===== src/rtl/pll_calc_pkg.sv =====
package pll_calc_pkg;

  typedef enum logic [1:0] {
    ST_IDLE,
    ST_LOG,
    ST_DIVQ,
    ST_DIVV
  } calc_state_t;

  localparam int FL_RANGE = 0;
  localparam int FL_ORDER = 1;
  localparam int FL_P     = 2;
  localparam int FL_Q     = 3;
  localparam int FL_R     = 4;
  localparam int FL_VCO   = 5;
  localparam int FL_W     = 6;

endpackage


===== src/rtl/pll_calc_ilog2.sv =====
// Iterative floor(log2(n/m)): one trial doubling of m per cycle.
module pll_calc_ilog2 #(
  parameter int MW = 9,
  parameter int NW = 12,
  parameter int KW = 4
) (
  input  logic          clk,
  input  logic          rst,
  input  logic          load,
  input  logic [MW-1:0] m_val,
  input  logic [NW-1:0] n_val,
  output logic [KW-1:0] k_out,
  output logic          fin
);

  localparam int SW = MW + NW;

  logic [SW-1:0] sh;
  logic [NW-1:0] nref;
  logic          active;
  logic [SW:0]   sh_next;
  logic          fits;

  always_comb begin
    sh_next = {sh, 1'b0};
    fits    = sh_next <= {{(MW + 1){1'b0}}, nref};
  end

  always_ff @(posedge clk) begin
    if (rst) begin
      sh     <= '0;
      nref   <= '0;
      active <= 1'b0;
      k_out  <= '0;
      fin    <= 1'b0;
    end else begin
      fin <= 1'b0;
      if (load) begin
        sh     <= {{NW{1'b0}}, m_val};
        nref   <= n_val;
        k_out  <= '0;
        active <= 1'b1;
      end else if (active) begin
        if (fits) begin
          sh    <= sh_next[SW-1:0];
          k_out <= k_out + 1'b1;
        end else begin
          active <= 1'b0;
          fin    <= 1'b1;
        end
      end
    end
  end

endmodule


===== src/rtl/pll_calc_rdiv.sv =====
// Restoring shift-subtract divider, one quotient bit per cycle.
module pll_calc_rdiv #(
  parameter int DW = 16,
  parameter int VW = 9
) (
  input  logic          clk,
  input  logic          rst,
  input  logic          load,
  input  logic [DW-1:0] dividend,
  input  logic [VW-1:0] divisor,
  output logic [DW-1:0] quo,
  output logic [VW-1:0] rem,
  output logic          fin
);

  localparam int CW = $clog2(DW + 1);

  logic [VW-1:0] dvs;
  logic [CW-1:0] cnt;
  logic [VW:0]   rem_sh;
  logic          ge;

  always_comb begin
    rem_sh = {rem, quo[DW-1]};
    ge     = rem_sh >= {1'b0, dvs};
  end

  always_ff @(posedge clk) begin
    if (rst) begin
      quo <= '0;
      rem <= '0;
      dvs <= '0;
      cnt <= '0;
      fin <= 1'b0;
    end else begin
      fin <= 1'b0;
      if (load) begin
        quo <= dividend;
        rem <= '0;
        dvs <= divisor;
        cnt <= CW'(DW);
      end else if (cnt != '0) begin
        quo <= {quo[DW-2:0], ge};
        rem <= ge ? VW'(rem_sh - {1'b0, dvs}) : VW'(rem_sh);
        cnt <= cnt - 1'b1;
        if (cnt == CW'(1)) fin <= 1'b1;
      end
    end
  end

endmodule


===== src/rtl/pll_fracdiv_calc.sv =====
module pll_fracdiv_calc
  import pll_calc_pkg::*;
#(
  parameter int M_W         = 9,
  parameter int N_W         = 12,
  parameter int F_W         = 20,
  parameter int P_MAX       = 4,
  parameter int Q_MIN       = 16,
  parameter int Q_MAX       = 63,
  parameter int R_MAX       = 511,
  parameter int VCO_MIN_KHZ = 80000,
  parameter int VCO_MAX_KHZ = 230000
) (
  input  logic                       clk,
  input  logic                       rst,
  input  logic                       start,
  input  logic [M_W-1:0]             m_in,
  input  logic [N_W-1:0]             n_in,
  input  logic [F_W-1:0]             fin_khz,
  output logic                       busy,
  output logic                       done,
  output logic [$clog2(P_MAX+1)-1:0] p_out,
  output logic [N_W+P_MAX-1:0]       nprime_out,
  output logic [N_W+P_MAX-1:0]       q_out,
  output logic [M_W-1:0]             r_out,
  output logic [F_W+N_W-1:0]         vco_khz,
  output logic [5:0]                 err_flags,
  output logic                       valid
);

  localparam int P_W  = $clog2(P_MAX + 1);
  localparam int NP_W = N_W + P_MAX;
  localparam int K_W  = $clog2(N_W + 1);
  localparam int V_W  = F_W + N_W;
  localparam logic [NP_W-1:0] QLO  = NP_W'(Q_MIN);
  localparam logic [NP_W-1:0] QHI  = NP_W'(Q_MAX);
  localparam logic [V_W-1:0]  VLO  = V_W'(VCO_MIN_KHZ);
  localparam logic [V_W-1:0]  VHI  = V_W'(VCO_MAX_KHZ);

  calc_state_t     state;
  logic [M_W-1:0]  m_q;
  logic [N_W-1:0]  n_q;
  logic [F_W-1:0]  f_q;
  logic            rng_q, ord_q, perr_q;
  logic [P_W-1:0]  p_q;
  logic [NP_W-1:0] np_q, qq_q;
  logic [M_W-1:0]  rq_q;

  logic            rng_in, ord_in, log_load, log_fin;
  logic [K_W-1:0]  k_w;
  logic            perr_calc;
  logic [P_W-1:0]  p_calc;
  logic [NP_W-1:0] np_calc, q_quo;
  logic [M_W-1:0]  q_rem, v_rem;
  logic            q_fin, v_fin, divq_load, divv_load;
  logic [V_W-1:0]  v_dividend, v_quo;
  logic [FL_W-1:0] good_flags;

  always_comb begin
    rng_in     = (m_in == '0) || (n_in == '0);
    ord_in     = N_W'(m_in) > n_in;
    log_load   = (state == ST_IDLE) && start && !rng_in && !ord_in;
    perr_calc  = k_w > K_W'(P_MAX);
    p_calc     = perr_calc ? '0 : (P_W'(P_MAX) - P_W'(k_w));
    np_calc    = NP_W'(n_q) << p_calc;
    divq_load  = (state == ST_LOG) && log_fin && !rng_q && !ord_q;
    divv_load  = (state == ST_DIVQ) && q_fin;
    v_dividend = V_W'(f_q) * V_W'(n_q);
    good_flags           = '0;
    good_flags[FL_P]     = perr_q;
    good_flags[FL_Q]     = (qq_q < QLO) || (qq_q > QHI);
    good_flags[FL_R]     = int'(rq_q) > R_MAX;
    good_flags[FL_VCO]   = (v_quo < VLO) || (v_quo > VHI);
    busy       = state != ST_IDLE;
  end

  pll_calc_ilog2 #(.MW(M_W), .NW(N_W), .KW(K_W)) log_i (
    .clk(clk), .rst(rst), .load(log_load),
    .m_val(m_in), .n_val(n_in), .k_out(k_w), .fin(log_fin)
  );

  pll_calc_rdiv #(.DW(NP_W), .VW(M_W)) divq_i (
    .clk(clk), .rst(rst), .load(divq_load),
    .dividend(np_calc), .divisor(m_q),
    .quo(q_quo), .rem(q_rem), .fin(q_fin)
  );

  pll_calc_rdiv #(.DW(V_W), .VW(M_W)) divv_i (
    .clk(clk), .rst(rst), .load(divv_load),
    .dividend(v_dividend), .divisor(m_q),
    .quo(v_quo), .rem(v_rem), .fin(v_fin)
  );

  always_ff @(posedge clk) begin
    if (rst) begin
      state      <= ST_IDLE;
      m_q        <= '0;
      n_q        <= '0;
      f_q        <= '0;
      rng_q      <= 1'b0;
      ord_q      <= 1'b0;
      perr_q     <= 1'b0;
      p_q        <= '0;
      np_q       <= '0;
      qq_q       <= '0;
      rq_q       <= '0;
      done       <= 1'b0;
      p_out      <= '0;
      nprime_out <= '0;
      q_out      <= '0;
      r_out      <= '0;
      vco_khz    <= '0;
      err_flags  <= '0;
      valid      <= 1'b0;
    end else begin
      done <= 1'b0;
      unique case (state)
        ST_IDLE: if (start) begin
          m_q   <= m_in;
          n_q   <= n_in;
          f_q   <= fin_khz;
          rng_q <= rng_in;
          ord_q <= ord_in;
          state <= ST_LOG;
        end
        ST_LOG: begin
          if (rng_q || ord_q) begin
            p_out      <= '0;
            nprime_out <= '0;
            q_out      <= '0;
            r_out      <= '0;
            vco_khz    <= '0;
            err_flags  <= '0;
            err_flags[FL_RANGE] <= rng_q;
            err_flags[FL_ORDER] <= ord_q;
            valid      <= 1'b0;
            done       <= 1'b1;
            state      <= ST_IDLE;
          end else if (log_fin) begin
            p_q    <= p_calc;
            np_q   <= np_calc;
            perr_q <= perr_calc;
            state  <= ST_DIVQ;
          end
        end
        ST_DIVQ: if (q_fin) begin
          qq_q  <= q_quo;
          rq_q  <= q_rem;
          state <= ST_DIVV;
        end
        ST_DIVV: if (v_fin) begin
          p_out      <= p_q;
          nprime_out <= np_q;
          q_out      <= qq_q;
          r_out      <= rq_q;
          vco_khz    <= v_quo;
          err_flags  <= good_flags;
          valid      <= good_flags == '0;
          done       <= 1'b1;
          state      <= ST_IDLE;
        end
        default: state <= ST_IDLE;
      endcase
    end
  end

  // Remainder of the VCO division is not part of the result.
  logic v_rem_unused;
  assign v_rem_unused = ^v_rem;

endmodule


===== config.mk =====
export PLATFORM = sky130hd
export DESIGN_NAME = pll_fracdiv_calc
export DESIGN_NICKNAME = d
export VERILOG_FILES = /design/src/rtl/pll_calc_pkg.sv /design/src/rtl/pll_calc_ilog2.sv /design/src/rtl/pll_calc_rdiv.sv /design/src/rtl/pll_fracdiv_calc.sv
export SDC_FILE = /design/constraint.sdc
export NUM_CORES = 1
export LEC_CHECK = 0
export BUFFER_PORTS_ARGS = -buffer_cell sky130_fd_sc_hd__buf_2
export CAP_MARGIN = 30
export CORE_MARGIN = 1.5
export CORE_UTILIZATION = 60
export CTS_CLUSTER_SIZE = 10
export DETAILED_ROUTE_END_ITERATION = 7
export PLACE_DENSITY = 0.79
export SLEW_MARGIN = 20
export SYNTH_ARGS = -nofsm -noshare
export SYNTH_HDL_FRONTEND = slang
export SYNTH_HIERARCHICAL = 1
export SYNTH_SLANG_ARGS = --single-unit

===== constraint.sdc =====
create_clock -name clk -period 8.2 [get_ports clk]
set_clock_uncertainty 0.05 [all_clocks]
set_input_delay 0.82 -clock clk [delete_from_list [all_inputs] [get_ports clk]]
set_output_delay 0.82 -clock clk [all_outputs]
set_load 0.005 [all_outputs]

# --- Word level (Yosys, flattened, before mapping) ---
# Index checks and enable logic that the tools add are counted.
totals:
  ram_bits: 0
  mem_bits_ro: 0
  out_inout_bits: 85
  regBits: 310
  latchBits: 0
  n_memories: 0
  inputBits: 44
op_classes:
  multipliers: 1
  n_shift: 1
  div_mod_pow: 0
  n_mux: 49
  n_lt_le_gt_ge: 9
  eq_ne: 10
  n_bitwise: 4
  addsub: 6
  n_reduce_logical: 40
ops:
  columns: ["operator", "count"]
  rows:
  - ["$mux 32", 4]
  - ["$mux 16", 5]
  - ["$pmux 16 s2", 2]
  - ["$pmux 32 s2", 1]
  - ["$mux 9", 7]
  - ["$gt 32x18->1 const B", 1]
  - ["$lt 32x17->1 const B", 1]
  - ["$mul 20x12->32", 1]
  - ["$mux 6", 4]
  - ["$le 22x12->1", 1]
  - ["$ge 10x9->1", 2]
  - ["$pmux 9 s2", 1]
  - ["$sub 9x9->9", 2]
  - ["$gt 16x6->1 const B", 1]
  - ["$lt 16x5->1 const B", 1]
  - ["$shl 12x3->16", 1]
  - ["$gt 9x12->1", 1]
  - ["$logic_not 12->1", 1]
  - ["$pmux 6 s2", 1]
  - ["$reduce_bool 2->1", 6]
  - ["$mux 1", 10]
  - ["$mux 2", 5]
  - ["$mux 5", 2]
  - ["$logic_not 9->1", 1]
  - ["other kinds (29)", 58]

# --- Longest topological paths before layout ---
# Gate-level depths: netlist of run 1.
logic_depth:
  ltp_word: 7
  depth_mapped: 24

# --- Modules after synthesis ---
# Netlist of run 1, hierarchy kept.
by_module_without_submodules:
  columns: ["mod", "seq_area_each_um2", "cells_per_inst", "area_each_um2", "n_inst"]
  rows:
  - ["pll_fracdiv_calc", 3463.3, 1662, 14143.6, 1]
  - ["pll_calc_rdiv (divv_i)", 1141.1, 320, 3029.2, 1]
  - ["pll_calc_rdiv (divq_i)", 800.8, 229, 2148.3, 1]
  - ["pll_calc_ilog2", 780.7, 191, 1814.2, 1]

# --- Least setup slack after synthesis of run 1 ---
# No wires, ideal clock.
synth_path:
  path_type: "flip-flop to flip-flop"
  startpoint: "register n_q[11]"
  endpoint: "register divv_i.quo[31]"
  slack_ps: 2607
  stages_incl_launch_ff: 23
  setup_ps: 123
  arrival_time_ps: 5420
  cell_sequence: "dfxtp_1 > clkbuf_1 > nand2_1 > fa_1 > fa_1 > inv_1 > fa_1 > fa_1 > inv_1 > fa_1 > inv_1 > ha_1 > nand4_1 > nor3_2 > a221oi_2 > o41ai_2 > nand2_2 > o21ai_2 > or4_1 > nand4_1 > nand2_1 > o21ai_0 > nor2b_1"
synth_via:
  elab_chain_len: 2
synth_rtl:
  columns: ["item", "line", "text"]
  rows:
  - ["start: declaration", "pll_fracdiv_calc.sv:42", "logic [N_W-1:0] n_q;"]
  - ["start signal: assignment", "pll_fracdiv_calc.sv:120", "n_q <= n_in;"]
  - ["$mul 20x12->32", "pll_fracdiv_calc.sv:68", "v_dividend = V_W'(f_q) * V_W'(n_q);"]
  - ["via v_dividend[31]", "pll_fracdiv_calc.sv:56", "logic [V_W-1:0] v_dividend, v_quo;"]
  - ["$mux 32", "pll_calc_rdiv.sv:37", "if (load) begin"]
  - ["end signal: assignment", "pll_calc_rdiv.sv:38", "quo <= dividend;"]
  - ["end signal: assignment", "pll_calc_rdiv.sv:43", "quo <= {quo[DW-2:0], ge};"]
  - ["end: declaration", "pll_calc_rdiv.sv:11", "output logic [DW-1:0] quo,"]
# The timed path passes the listed nets, and every way through them passes these cells.
# A chain may end at the register's enable or synchronous reset.

# --- Worst setup path after layout of run 1 ---
layout_path:
  startpoint: "register n_q[5]"
  endpoint: "register divv_i.quo[31]"
# Same word-level chain as after synthesis.

==> summary.txt, run 1 <==
Worst hold path
  – Hold Path Stages: 2
  – Worst hold endpoint: rq_q[2]$_SDFFE_PP0P_
  – Hold Crit Class: register to register
  – Hold Startpoint: rq_q[2]$_SDFFE_PP0P_

Floorplan
  – DIE HEIGHT: 190.7 um
  – Top-Level Pins: 129
  – Die ar.: 36360 um^2
  – Chip width: 190.7 um
  – Core area: 34630 um^2
  – Row cnt: 68
  – Starting density of the core: 0.6103

Routing
  – Iter 0 DRT Violations: 1076
  – Via Count: 16820
  – DRC Markers: 0
  – WL final: 51270 um
  – Drt first pass iters: 5
  – Final ANT Viol Nets: 0
  – Avg WL per Cell: 17.65 um
  – Vias per cell: 5.790

Synthesis
  – Synth Area in Compound Gates: 0.1183
  – Count of mapped cells out of synthesis: 2402
  – Post-Synth Adder-Cell Area: 0.2405
  – Largest family of logic cells by synthesized area: adder cells
  – Top cell type's share of synthesized area: 0.2927
  – Avg Inst Size Synth: 8.799 um^2
  – Largest area contributor in the netlist: dfxtp_1
  – Multiplexer area fraction after synthesis: 0.07820
  – Post-synthesis cell area: 21140 um^2
  – Most frequent cell after synthesis: nand2_1
  – Yosys warns: 6
  – Post-synth top flop: dfxtp_1
  – #FFs+latches synth: 309
  – Post-synth EDFFs: 0
  – Top cells by count, synth: 392 x nand2_1, 309 x dfxtp_1, 275 x inv_1
  – Post-Synth Simple-Gate Area: 0.1746
  – Async SR Flop Fraction: 0
  – XOR/XNOR Fraction of Synth Area: 0.01782
  – Synth area leaders: dfxtp_1 29%, fa_1 17%, nand2_1 7.0%, ha_1 6.8%, mux2i_1 5.2%
  – Syn_nets: 2743
  – Seq/Total Area, Yosys: 0.2927
  – Synth cell types: 76

STA
  – Final setup viols: 0
  – RSZ-0062 raised after global routing: no
  – Max Slew Vio Count: 0
  – Final Critical Period: 6501 ps
  – Slew @ Worst Pin: 1050 ps
  – Hold Vio Cnt, Final: 0
  – Relative slew slack: 0.2991
  – Final period utilization: 0.7928
  – Achievable clock frequency: 153.8 MHz
  – Total Neg Setup Slack: 0 ps
  – Worst hold margin: 403.8 ps

Clocking
  – Number of H-tree levels: 2
  – Clk slew on worst S/H paths: 50 ps
  – Max clock buf depth: 3
  – Post-cts hold buffer count: 0
  – TritonCTS Buffers: 37
  – CTS sink cnt: 309
  – CTS resizes: 0
  – Post-CTS setup buffers: 0
  – Clock Tree Root: clkbuf_16
  – Worst skew pair latency: 550 ps
  – CTS tree: built

Critical path
  – FF-to-FF End: divv_i/quo[31]$_SDFFE_PP0P_
  – R2r startpoint: n_q[5]$_SDFFE_PP0P_
  – Delay-heaviest family, CP: adder cells
  – Reg2Reg Depth: 21
  – Largest fanout on the critical path: 23
  – Worst path cell trace: nand2_1 > fa_1 > fa_1 > fa_1 > inv_1 > fa_1 > inv_1 > fa_1 > inv_1 > ha_1 > a211oi_2 > o21ai_1 > a221oi_2 > o41ai_2 > nand2_2 > o21ai_2 > or4_1 > nand4_1 > nand2_1 > o21ai_0 > nor2b_1
  – Critical Path AT: 6920 ps
  – R2R Setup Slk: 1700 ps
  – Crit Path Class: register to register
  – Buffer and inverter count on the worst path: 3
  – Worst path max stage delay: 960 ps
  – Slowest CP cell: dfxtp_1
  – Most used cell, CP: fa_1
  – Startpoint types: register
  – CP Data Required Time: 8620 ps
  – Critical path endpoint category: register

Place
  – Post-DP Area: 21900 um^2
  – Port bufs: 127
  – Dpl hpwl: 37460 um
  – Final GP Congestion: 0.9055

Final layout
  – N_diodes: 0
  – Nets: 2783
  – P&R area growth vs syn: 8.732%
  – Final Cell Area: 22980 um^2
  – Share of layout cells above drive strength 1: 0.1045

Job
  – Max cap viols: 0

Global route
  – Largest net degree at the start of global routing: 116
  – First-pass GRT wire length: 83970 um
  – Grt total ovfl: 0
  – Vias in the first global route: 16670
  – Initial antenna violation count: 0
  – Total GRT Usage: 0.2860

Power
  – Leakage power: 10.61 nW
  – Pwr Density: 186.9 nW/um^2
  – Worst vdd ir: 0.1539 mV

Run status
  – Status: finished, final reports clean
-- worst max-delay path by stage --
stage	startpoint	cells after the start	endpoint	slack (ps)
floorplan	n_q[11]$_SDFFE_PP0P_	22	divv_i/quo[31]$_SDFFE_PP0P_	2610
global placement	n_q[8]$_SDFFE_PP0P_	21	divv_i/quo[31]$_SDFFE_PP0P_	2000
detailed placement	n_q[4]$_SDFFE_PP0P_	21	divv_i/quo[31]$_SDFFE_PP0P_	1800
CTS	n_q[5]$_SDFFE_PP0P_	21	divv_i/quo[31]$_SDFFE_PP0P_	1780
global route	n_q[5]$_SDFFE_PP0P_	21	divv_i/quo[31]$_SDFFE_PP0P_	1250
finish	n_q[5]$_SDFFE_PP0P_	21	divv_i/quo[31]$_SDFFE_PP0P_	1700
-- flip-flops by register name (all words and copies together) (netlist names), 12 cells and up, named ones only --
name        count
log_i/sh       21
divq_i/quo     16
divv_i/quo     32
nprime_out     16
f_q            20
q_out          16
log_i/nref     12
vco_khz        32
n_q            12
qq_q           16
np_q           16
-- layer usage --
metal  up-vias  track usage  wire length, um
met1      8158       0.3926            22770
met4         0      0.07935             1113
met5         -            0                0
li1       7959            -                -
met2       616       0.4566            23150
met3        86      0.06073             4233
-- stage by stage --
| stage | power [W] | instances | util | worst slack (ps) |
|---|---|---|---|---|
| floorplan | 0.002632 | 2402 | - | 2607 |
| detailed placement | 0.002849 | 2856 | 0.6325 | 1802 |
| global route | 0.004516 | 2905 | 0.6636 | 1253 |
| CTS | 0.004303 | 2903 | 0.6624 | 1785 |
| finish | 0.004294 | 2905 | 0.6636 | 1699 |
| global placement | 0.002807 | 2853 | 0.6307 | 2000 |
-- cells by family (layout without fill, tap and decap cells) --
kind of cell,after synthesis,in the layout
compound gates,370,370
mux,158,158
flops,309,309
xor+xnor,43,43
buf+inv,418,466
other cells,1,1
simple gates,806,806
fa+ha+maj,297,297
-- power breakdown --
part | switching, W | leakage (nW) | internal [W]
clock network | 0.000600 | 0.508 | 0.000849
logic | 0.000664 | 7.59 | 0.000465
registers | 0.000126 | 2.50 | 0.00159
total | 0.00139 | 10.6 | 0.00290
-- worst reg2reg max path, cell delays in order (launching register included) --
cell and delay (ps):
dfxtp_1 960, nand2_1 210, fa_1 610, fa_1 450, fa_1 490, inv_1 50, fa_1 540, inv_1 60
fa_1 540, inv_1 50, ha_1 380, a211oi_2 300, o21ai_1 120, a221oi_2 410, o41ai_2 200, nand2_2 110
o21ai_2 80, or4_1 410, nand4_1 110, nand2_1 50, o21ai_0 100, nor2b_1 170
-- final cells by class --
| type | count | area [um^2] |
|---|---|---|
| multi-input combinational | 1675 | 13330 |
| fill | 2801 | 11650 |
| sequential | 309 | 6186 |
| inverter | 276 | 1036 |
| clock buffer | 44 | 993.5 |
| timing repair buffer | 143 | 829.5 |
| tap | 455 | 569.3 |
| clock inverter | 3 | 41.29 |
-- cells in the final DEF (no fill, tap or decap), types with 7 or more instances in the layout --
cell type  synthesis  routed
nand2_1          392     392
dfxtp_1          309     309
inv_1            275     274
fa_1             182     182
nor2_1           164     163
a21oi_1          142     142
buf_2             12     126
ha_1             115     115
mux2i_1          110     110
and2_1            80      80
a22o_1            68      68
mux2_2            39      39
clkbuf_16          0      38
o21ai_0           34      34
nor3_1            31      31
xnor2_1           27      27
nand3_1           26      26
a21o_1            23      23
nor2b_1           22      21
nor4_1            17      17
xor2_1            16      16
nand4_1           14      14
a22oi_1           14      14
and3_1            13      13
buf_4              8      11
a31oi_1           10      10
o21ai_1            9       9
nor3b_1            9       9
o31ai_1            9       8
a211oi_1           8       8
mux2_1             8       8
nand3b_1           7       7
o21bai_1           7       7
Power figures use the tool's default switching activity.
==> run 2: changes to the inputs <==
==> constraint.sdc (replaced) <==
create_clock -name clk -period 6.45 [get_ports clk]
set_clock_uncertainty 0.05 [all_clocks]
set_input_delay 0.645 -clock clk [delete_from_list [all_inputs] [get_ports clk]]
set_output_delay 0.645 -clock clk [all_outputs]
set_load 0.005 [all_outputs]
==> run 2 against run 1 <==
Critical endpoint is now divv_i/quo[30]$_SDFFE_PP0P_; first-iteration DRC count up 11%; highest routed layer unchanged; total power up 27%; global-route usage up 0.20 points; register-to-register slack worse by 1300 ps; clock power up 26%.
==> summary.txt, run 2 (synthesis results as in run 1) <==
Routing
  – Iter 0 DRT Violations: 1195 (was 1076)
  – WL final: 51800 um (was 51270 um)
  – Avg WL per Cell: 17.73 um (was 17.65 um)
  – DRC Markers: 0 (unchanged)
  – Final ANT Viol Nets: 0 (unchanged)
  – Drt first pass iters: 5 (unchanged)
  – Via Count: 16780 (was 16820)
  – Vias per cell: 5.743 (was 5.790)

Critical path
  – R2r startpoint: n_q[4]$_SDFFE_PP0P_ (was n_q[5]$_SDFFE_PP0P_)
  – Slowest CP cell: dfxtp_1 (unchanged)
  – Crit Path Class: register to register (unchanged)
  – Buffer and inverter count on the worst path: 4 (was 3)
  – Critical path endpoint category: register (unchanged)
  – Reg2Reg Depth: 21 (unchanged)
  – Most used cell, CP: fa_1 (unchanged)
  – CP Data Required Time: 6870 ps (was 8620 ps)
  – Critical Path AT: 6440 ps (was 6920 ps)
  – FF-to-FF End: divv_i/quo[30]$_SDFFE_PP0P_ (was divv_i/quo[31]$_SDFFE_PP0P_)
  – Delay-heaviest family, CP: adder cells (unchanged)
  – R2R Setup Slk: 430 ps (was 1700 ps)
  – CP Launch Point: n_q[4]$_SDFFE_PP0P_ (was n_q[5]$_SDFFE_PP0P_)
  – Worst path max stage delay: 640 ps (was 960 ps)
  – WP depth: 21 (unchanged)
  – Worst path cell trace: buf_4 > nand2_1 > fa_1 > inv_1 > fa_1 > fa_1 > fa_1 > inv_1 > fa_1 > inv_1 > ha_1 > a21o_1 > a21o_1 > a21o_1 > a21oi_1 > o21ai_0 > a31oi_2 > or4b_1 > o211ai_1 > mux2i_1 > nor2_1 (was nand2_1 > fa_1 > fa_1 > fa_1 > inv_1 > fa_1 > inv_1 > fa_1 > inv_1 > ha_1 > a211oi_2 > o21ai_1 > a221oi_2 > o41ai_2 > nand2_2 > o21ai_2 > or4_1 > nand4_1 > nand2_1 > o21ai_0 > nor2b_1)
  – Largest fanout on the critical path: 14 (was 23)
  – Startpoint types: register (unchanged)

Final layout
  – Nets: 2801 (was 2783)
  – Utilization after layout: 0.6652 (was 0.6636)
  – Commonest non-fill, non-tap cells in the layout: 392 x nand2_1, 309 x dfxtp_1, 274 x inv_1 (unchanged)
  – Share of layout cells above drive strength 1: 0.1107 (was 0.1045)
  – N_diodes: 0 (unchanged)
  – P&R area growth vs syn: 8.992% (was 8.732%)
  – Non-Filler Instances: 2922 (was 2905)
  – Fill cells: 2805 (was 2801)
  – Most common cell after layout, fill and taps aside: nand2_1 (unchanged)
  – Top flop regs: divv_i/quo: 32 flops, vco_khz: 32 flops, log_i/sh: 21 flops (unchanged)

Clocking
  – Post-CTS setup buffers: 0 (unchanged)
  – CTS resizes: 0 (unchanged)
  – Clk slew on worst S/H paths: 50 ps (about the same)
  – Max clock buf depth: 3 (unchanged)
  – Worst skew pair latency: 530 ps (was 550 ps)
  – CTS tree: built (unchanged)
  – CTS sink cnt: 309 (unchanged)
  – Number of H-tree levels: 2 (unchanged)
  – Post-cts hold buffer count: 0 (unchanged)
  – Clock Tree Root: clkbuf_16 (unchanged)
  – TritonCTS Buffers: 37 (unchanged)

Power
  – Leakage power: 10.67 nW (was 10.61 nW)
  – Pwr Density: 237.2 nW/um^2 (was 186.9 nW/um^2)
  – Comb pwr share: 0.268 (was 0.263)
  – Worst vdd ir: 0.2043 mV (was 0.1539 mV)
  – Clock power frac: 0.334 (was 0.337)
  – Register share of total power: 0.398 (was 0.400)
  – Switch Pwr: 0.001779 W (was 0.001390 W)
  – Sw Ratio: 0.3255 (was 0.3236)
  – Int Power: 0.003686 W (was 0.002905 W)

Global route
  – Initial antenna violation count: 0 (unchanged)
  – Vias in the first global route: 16530 (was 16670)
  – Grt total ovfl: 0 (unchanged)
  – Largest net degree at the start of global routing: 78 (was 116)
  – First-pass GRT wire length: 84370 um (was 83970 um)
  – Total GRT Usage: 0.2880 (was 0.2860)

Worst hold path
  – Worst hold endpoint: f_q[0]$_SDFFE_PP0P_ (was rq_q[2]$_SDFFE_PP0P_)
  – Hold Startpoint: fin_khz[0] (was rq_q[2]$_SDFFE_PP0P_)
  – Hold Path Stages: 3 (was 2)
  – Hold Crit Class: primary input to register (was register to register)

Floorplan
  – Starting density of the core: 0.6103 (unchanged)
  – Row cnt: 68 (unchanged)
  – Top-Level Pins: 129 (unchanged)
  – DIE HEIGHT: 190.7 um (unchanged)
  – Die ar.: 36360 um^2 (unchanged)
  – Chip width: 190.7 um (unchanged)
  – Core area: 34630 um^2 (unchanged)

STA
  – Final Critical Period: 6025 ps (was 6501 ps)
  – RSZ-0062 raised after global routing: no (unchanged)
  – Slew @ Worst Pin: 919.8 ps (was 1050 ps)
  – Final period utilization: 0.9341 (was 0.7928)
  – Max Slew Vio Count: 0 (unchanged)
  – Achievable clock frequency: 166.0 MHz (was 153.8 MHz)
  – Relative slew slack: 0.3851 (was 0.2991)
  – Final setup viols: 0 (unchanged)
  – Total Neg Setup Slack: 0 ps (unchanged)
  – Hold Vio Cnt, Final: 0 (unchanged)

Place
  – Final GP Congestion: 0.9128 (was 0.9055)
  – Placed Cells: 2875 (was 2856)
  – Dpl hpwl: 38750 um (was 37460 um)
  – Port bufs: 127 (unchanged)

Run status
  – Status: finished, final reports clean (unchanged)

Job
  – Max cap viols: 0 (unchanged)
-- run 2: changes by cell type in the layout (fill, tap and decap cells not counted), sizes merged --
| cell | delta |
|---|---|
| buf | +18 |
| inv | -1 |
-- run 2: per-layer routing --
layer | GRT usage | share of wire | up-vias
met2 | 0.4413 | 0.44 | 624
met4 | 0.07813 | 0.023 | 0
li1 | - | - | 7985
met3 | 0.06754 | 0.084 | 101
met1 | 0.4074 | 0.45 | 8072
met5 | 0 | 0 | -
-- run 2: worst max path at each step --
stage                                       end  slack (ps)
finish              divv_i/quo[30]$_SDFFE_PP0P_         430
global route        divv_i/quo[31]$_SDFFE_PP0P_          40
CTS                 divv_i/quo[30]$_SDFFE_PP0P_         450
detailed placement  divv_i/quo[31]$_SDFFE_PP0P_         460
global placement    divv_i/quo[30]$_SDFFE_PP0P_         530
floorplan           divv_i/quo[31]$_SDFFE_PP0P_         860
-- run 2: worst min-delay path, delay by kind of cell --
kind	cells	cell delay, ps
buf+inv	1	90
simple gates	1	40
compound gates	1	50
-- run 2: per-stage QoR --
stage / hold WS [ps] / area [um^2] / worst slack, ps / power (W)
6_report: 299.0 / 23040 / 425.3 / 0.005465
3_5_place_dp: 398.6 / 22010 / 456.8 / 0.003639
2_1_floorplan: 386.6 / 21140 / 857.1 / 0.003346
3_3_place_gp: 393.0 / 22010 / 531.6 / 0.003584
4_1_cts: 279.4 / 23020 / 446.2 / 0.005470
5_1_grt: 296.0 / 23040 / 41.72 / 0.005738
-- run 2: power by group through the flow --
| stage | registers [W] | logic, W | clock network [W] |
|---|---|---|---|
| 6_report | 0.00217 | 0.00147 | 0.00183 |
| 5_1_grt | 0.00219 | 0.00162 | 0.00194 |
| 4_1_cts | 0.00217 | 0.00144 | 0.00186 |
| 3_5_place_dp | 0.00221 | 0.00143 | 0 |
| 3_3_place_gp | 0.00220 | 0.00139 | 0 |
| 2_1_floorplan | 0.00213 | 0.00121 | 0 |
-- run 2: layout make-up --
cell class	count	area (um^2)	share of cell area
sequential	309	6186	0.2685
tap	455	569.3	0.02471
timing repair buffer	161	904.6	0.03927
inverter	276	1036	0.04497
clock inverter	2	21.27	0.0009234
multi-input combinational	1675	13330	0.5785
clock buffer	44	993.5	0.04313
==> run 3: changes to the inputs <==
--- a/config.mk
+++ b/config.mk
@@ -8,10 +8,9 @@
 export BUFFER_PORTS_ARGS = -buffer_cell sky130_fd_sc_hd__buf_2
 export CAP_MARGIN = 30
 export CORE_MARGIN = 1.5
-export CORE_UTILIZATION = 60
+export CORE_UTILIZATION = 47
 export CTS_CLUSTER_SIZE = 10
 export DETAILED_ROUTE_END_ITERATION = 7
-export PLACE_DENSITY = 0.79
 export SLEW_MARGIN = 20
 export SYNTH_ARGS = -nofsm -noshare
 export SYNTH_HDL_FRONTEND = slang
==> run 3 against run 2 <==
Sequential power barely moved; fmax fell by 0.51%; sequential share of layout area down 0.35 points; combinational power hardly changed; first-iteration DRC count decreased by 1.8%; critical endpoint unchanged.
==> summary.txt, run 3 (synthesis results as in run 1) <==
Clocking
  – CTS sink cnt: 309 (unchanged)
  – TritonCTS Buffers: 38 (was 37)
  – Clock Tree Root: clkbuf_16 (unchanged)
  – Worst skew pair latency: 580 ps (was 530 ps)
  – Post-cts hold buffer count: 0 (unchanged)
  – CTS tree: built (unchanged)
  – CTS resizes: 0 (unchanged)
  – Post-CTS setup buffers: 0 (unchanged)
  – Max clock buf depth: 3 (unchanged)
  – Number of H-tree levels: 2 (unchanged)
  – Clk slew on worst S/H paths: 60 ps (was 50 ps)

Floorplan
  – Top-Level Pins: 129 (unchanged)
  – DIE HEIGHT: 215.1 um (was 190.7 um)
  – Die ar.: 46250 um^2 (was 36360 um^2)
  – Core area: 44320 um^2 (was 34630 um^2)
  – Chip width: 215.1 um (was 190.7 um)
  – Row cnt: 77 (was 68)
  – Starting density of the core: 0.4769 (was 0.6103)

Job
  – Max cap viols: 0 (unchanged)

Critical path
  – Buffer and inverter count on the worst path: 4 (unchanged)
  – CP Data Required Time: 6900 ps (was 6870 ps)
  – Reg2Reg Depth: 21 (unchanged)
  – R2r startpoint: n_q[4]$_SDFFE_PP0P_ (unchanged)
  – Largest fanout on the critical path: 14 (unchanged)
  – Worst path max stage delay: 620 ps (was 640 ps)
  – WP depth: 21 (unchanged)
  – Critical Path AT: 6510 ps (was 6440 ps)
  – CP Launch Point: n_q[4]$_SDFFE_PP0P_ (unchanged)
  – Crit Path Class: register to register (unchanged)
  – Startpoint types: register (unchanged)
  – Most used cell, CP: fa_1 (unchanged)
  – Crit path to: divv_i/quo[30]$_SDFFE_PP0P_ (unchanged)
  – Worst path cell trace: buf_4 > nand2_1 > fa_1 > inv_1 > fa_1 > fa_1 > fa_1 > inv_1 > fa_1 > inv_1 > ha_1 > a21o_1 > a21o_1 > a21o_1 > a21oi_1 > o21ai_0 > a31oi_2 > or4b_1 > o211ai_1 > mux2i_1 > nor2_1 (unchanged)
  – FF-to-FF End: divv_i/quo[30]$_SDFFE_PP0P_ (unchanged)
  – Delay-heaviest family, CP: adder cells (unchanged)
  – R2R Setup Slk: 390 ps (was 430 ps)
  – Critical path endpoint category: register (unchanged)
  – Slowest CP cell: dfxtp_1 (unchanged)

Power
  – Leakage power: 10.75 nW (was 10.67 nW)
  – Pwr Density: 238.5 nW/um^2 (was 237.2 nW/um^2)
  – Worst vdd ir: 0.2198 mV (was 0.2043 mV)

Final layout
  – Final Cell Area: 23340 um^2 (was 23040 um^2)
  – Top flop regs: divv_i/quo: 32 flops, vco_khz: 32 flops, log_i/sh: 21 flops (unchanged)
  – Most common cell after layout, fill and taps aside: nand2_1 (unchanged)
  – Commonest non-fill, non-tap cells in the layout: 392 x nand2_1, 309 x dfxtp_1, 274 x inv_1 (unchanged)
  – Utilization after layout: 0.5267 (was 0.6652)
  – Share of layout cells above drive strength 1: 0.1154 (was 0.1107)
  – Non-Filler Instances: 3070 (was 2922)
  – P&R area growth vs syn: 10.44% (was 8.992%)
  – Nets: 2810 (was 2801)
  – N_diodes: 0 (unchanged)

Global route
  – Vias in the first global route: 16360 (was 16530)
  – First-pass GRT wire length: 88350 um (was 84370 um)
  – Total GRT Usage: 0.2354 (was 0.2880)
  – Largest net degree at the start of global routing: 91 (was 78)
  – Grt total ovfl: 0 (unchanged)
  – Initial antenna violation count: 0 (unchanged)

Routing
  – DRC Markers: 0 (unchanged)
  – Final ANT Viol Nets: 0 (unchanged)
  – Via Count: 16460 (was 16780)
  – Avg WL per Cell: 17.50 um (was 17.73 um)
  – Iter 0 DRT Violations: 1174 (was 1195)
  – Drt first pass iters: 8 (was 5)
  – Vias per cell: 5.362 (was 5.743)
  – WL final: 53720 um (was 51800 um)

Place
  – Final GP Congestion: 0.9028 (was 0.9128)
  – Port bufs: 127 (unchanged)
  – Post-DP Area: 22240 um^2 (was 22010 um^2)
  – Placed Cells: 3020 (was 2875)
  – Dpl hpwl: 40830 um (was 38750 um)

STA
  – Slew @ Worst Pin: 858.1 ps (was 919.8 ps)
  – RSZ-0062 raised after global routing: no (unchanged)
  – Relative slew slack: 0.4266 (was 0.3851)
  – Final setup viols: 0 (unchanged)
  – Total Neg Setup Slack: 0 ps (unchanged)
  – Hold Vio Cnt, Final: 0 (unchanged)
  – Max Slew Vio Count: 0 (unchanged)
  – Final period utilization: 0.9389 (was 0.9341)
  – Achievable clock frequency: 165.1 MHz (was 166.0 MHz)
  – Final Critical Period: 6056 ps (was 6025 ps)

Run status
  – Status: finished, final reports clean (unchanged)

Worst hold path
  – Hold Crit Class: primary input to register (unchanged)
==> run 3: worst min path at each step <==
| stage | start | end | slack, ps | cells past startpoint |
|---|---|---|---|---|
| after global routing | fin_khz[0] | f_q[0]$_SDFFE_PP0P_ | 270 | 3 |
| after detailed placement | rq_q[7]$_SDFFE_PP0P_ | rq_q[7]$_SDFFE_PP0P_ | 400 | 2 |
| after floorplan | np_q[0]$_SDFFE_PP0P_ | np_q[0]$_SDFFE_PP0P_ | 390 | 2 |
| after global placement | np_q[7]$_SDFFE_PP0P_ | np_q[7]$_SDFFE_PP0P_ | 400 | 2 |
| final | fin_khz[0] | f_q[0]$_SDFFE_PP0P_ | 260 | 3 |
| after CTS | fin_khz[0] | f_q[0]$_SDFFE_PP0P_ | 220 | 3 |
==> run 3: metrics by stage <==
stage	hold slack, ps	setup slack, ps	total power (W)
2_1_floorplan	386.6	857.1	0.003346
3_3_place_gp	395.8	561.1	0.003620
3_5_place_dp	397.0	425.9	0.003654
4_1_cts	222.0	414.6	0.005625
5_1_grt	266.7	49.59	0.005894
6_report	264.6	394.3	0.005566
==> run 3: routing by layer <==
layer	part of all wire	wire [um]	global-route usage	up-vias
li1	-	-	-	8025
met1	0.50	26680	0.3499	7950
met2	0.42	22750	0.3510	424
met3	0.061	3295	0.04572	62
met4	0.018	990	0.05548	0
met5	0	0	0	-
==> run 3: layout make-up <==
class | count | area (um^2)
clock buffer | 42 | 985.9
clock inverter | 7 | 106.4
fill | 4171 | 20980
inverter | 276 | 1036
multi-input combinational | 1675 | 13330
sequential | 309 | 6186
tap | 592 | 740.7
timing repair buffer | 169 | 960.9
==> run 3: where the power goes <==
| group | internal, W | switching, W | leakage (nW) | total, W |
|---|---|---|---|---|
| clock network | 0.00113 | 0.000816 | 0.533 | 0.00194 |
| logic | 0.000595 | 0.000867 | 7.71 | 0.00146 |
| registers | 0.00202 | 0.000138 | 2.50 | 0.00216 |
| total | 0.00374 | 0.00182 | 10.7 | 0.00557 |
==> run 3: worst min-delay path, stage by stage <==
cell and delay [ps]:
buf_2 90, nand2_1 50, a21oi_1 50
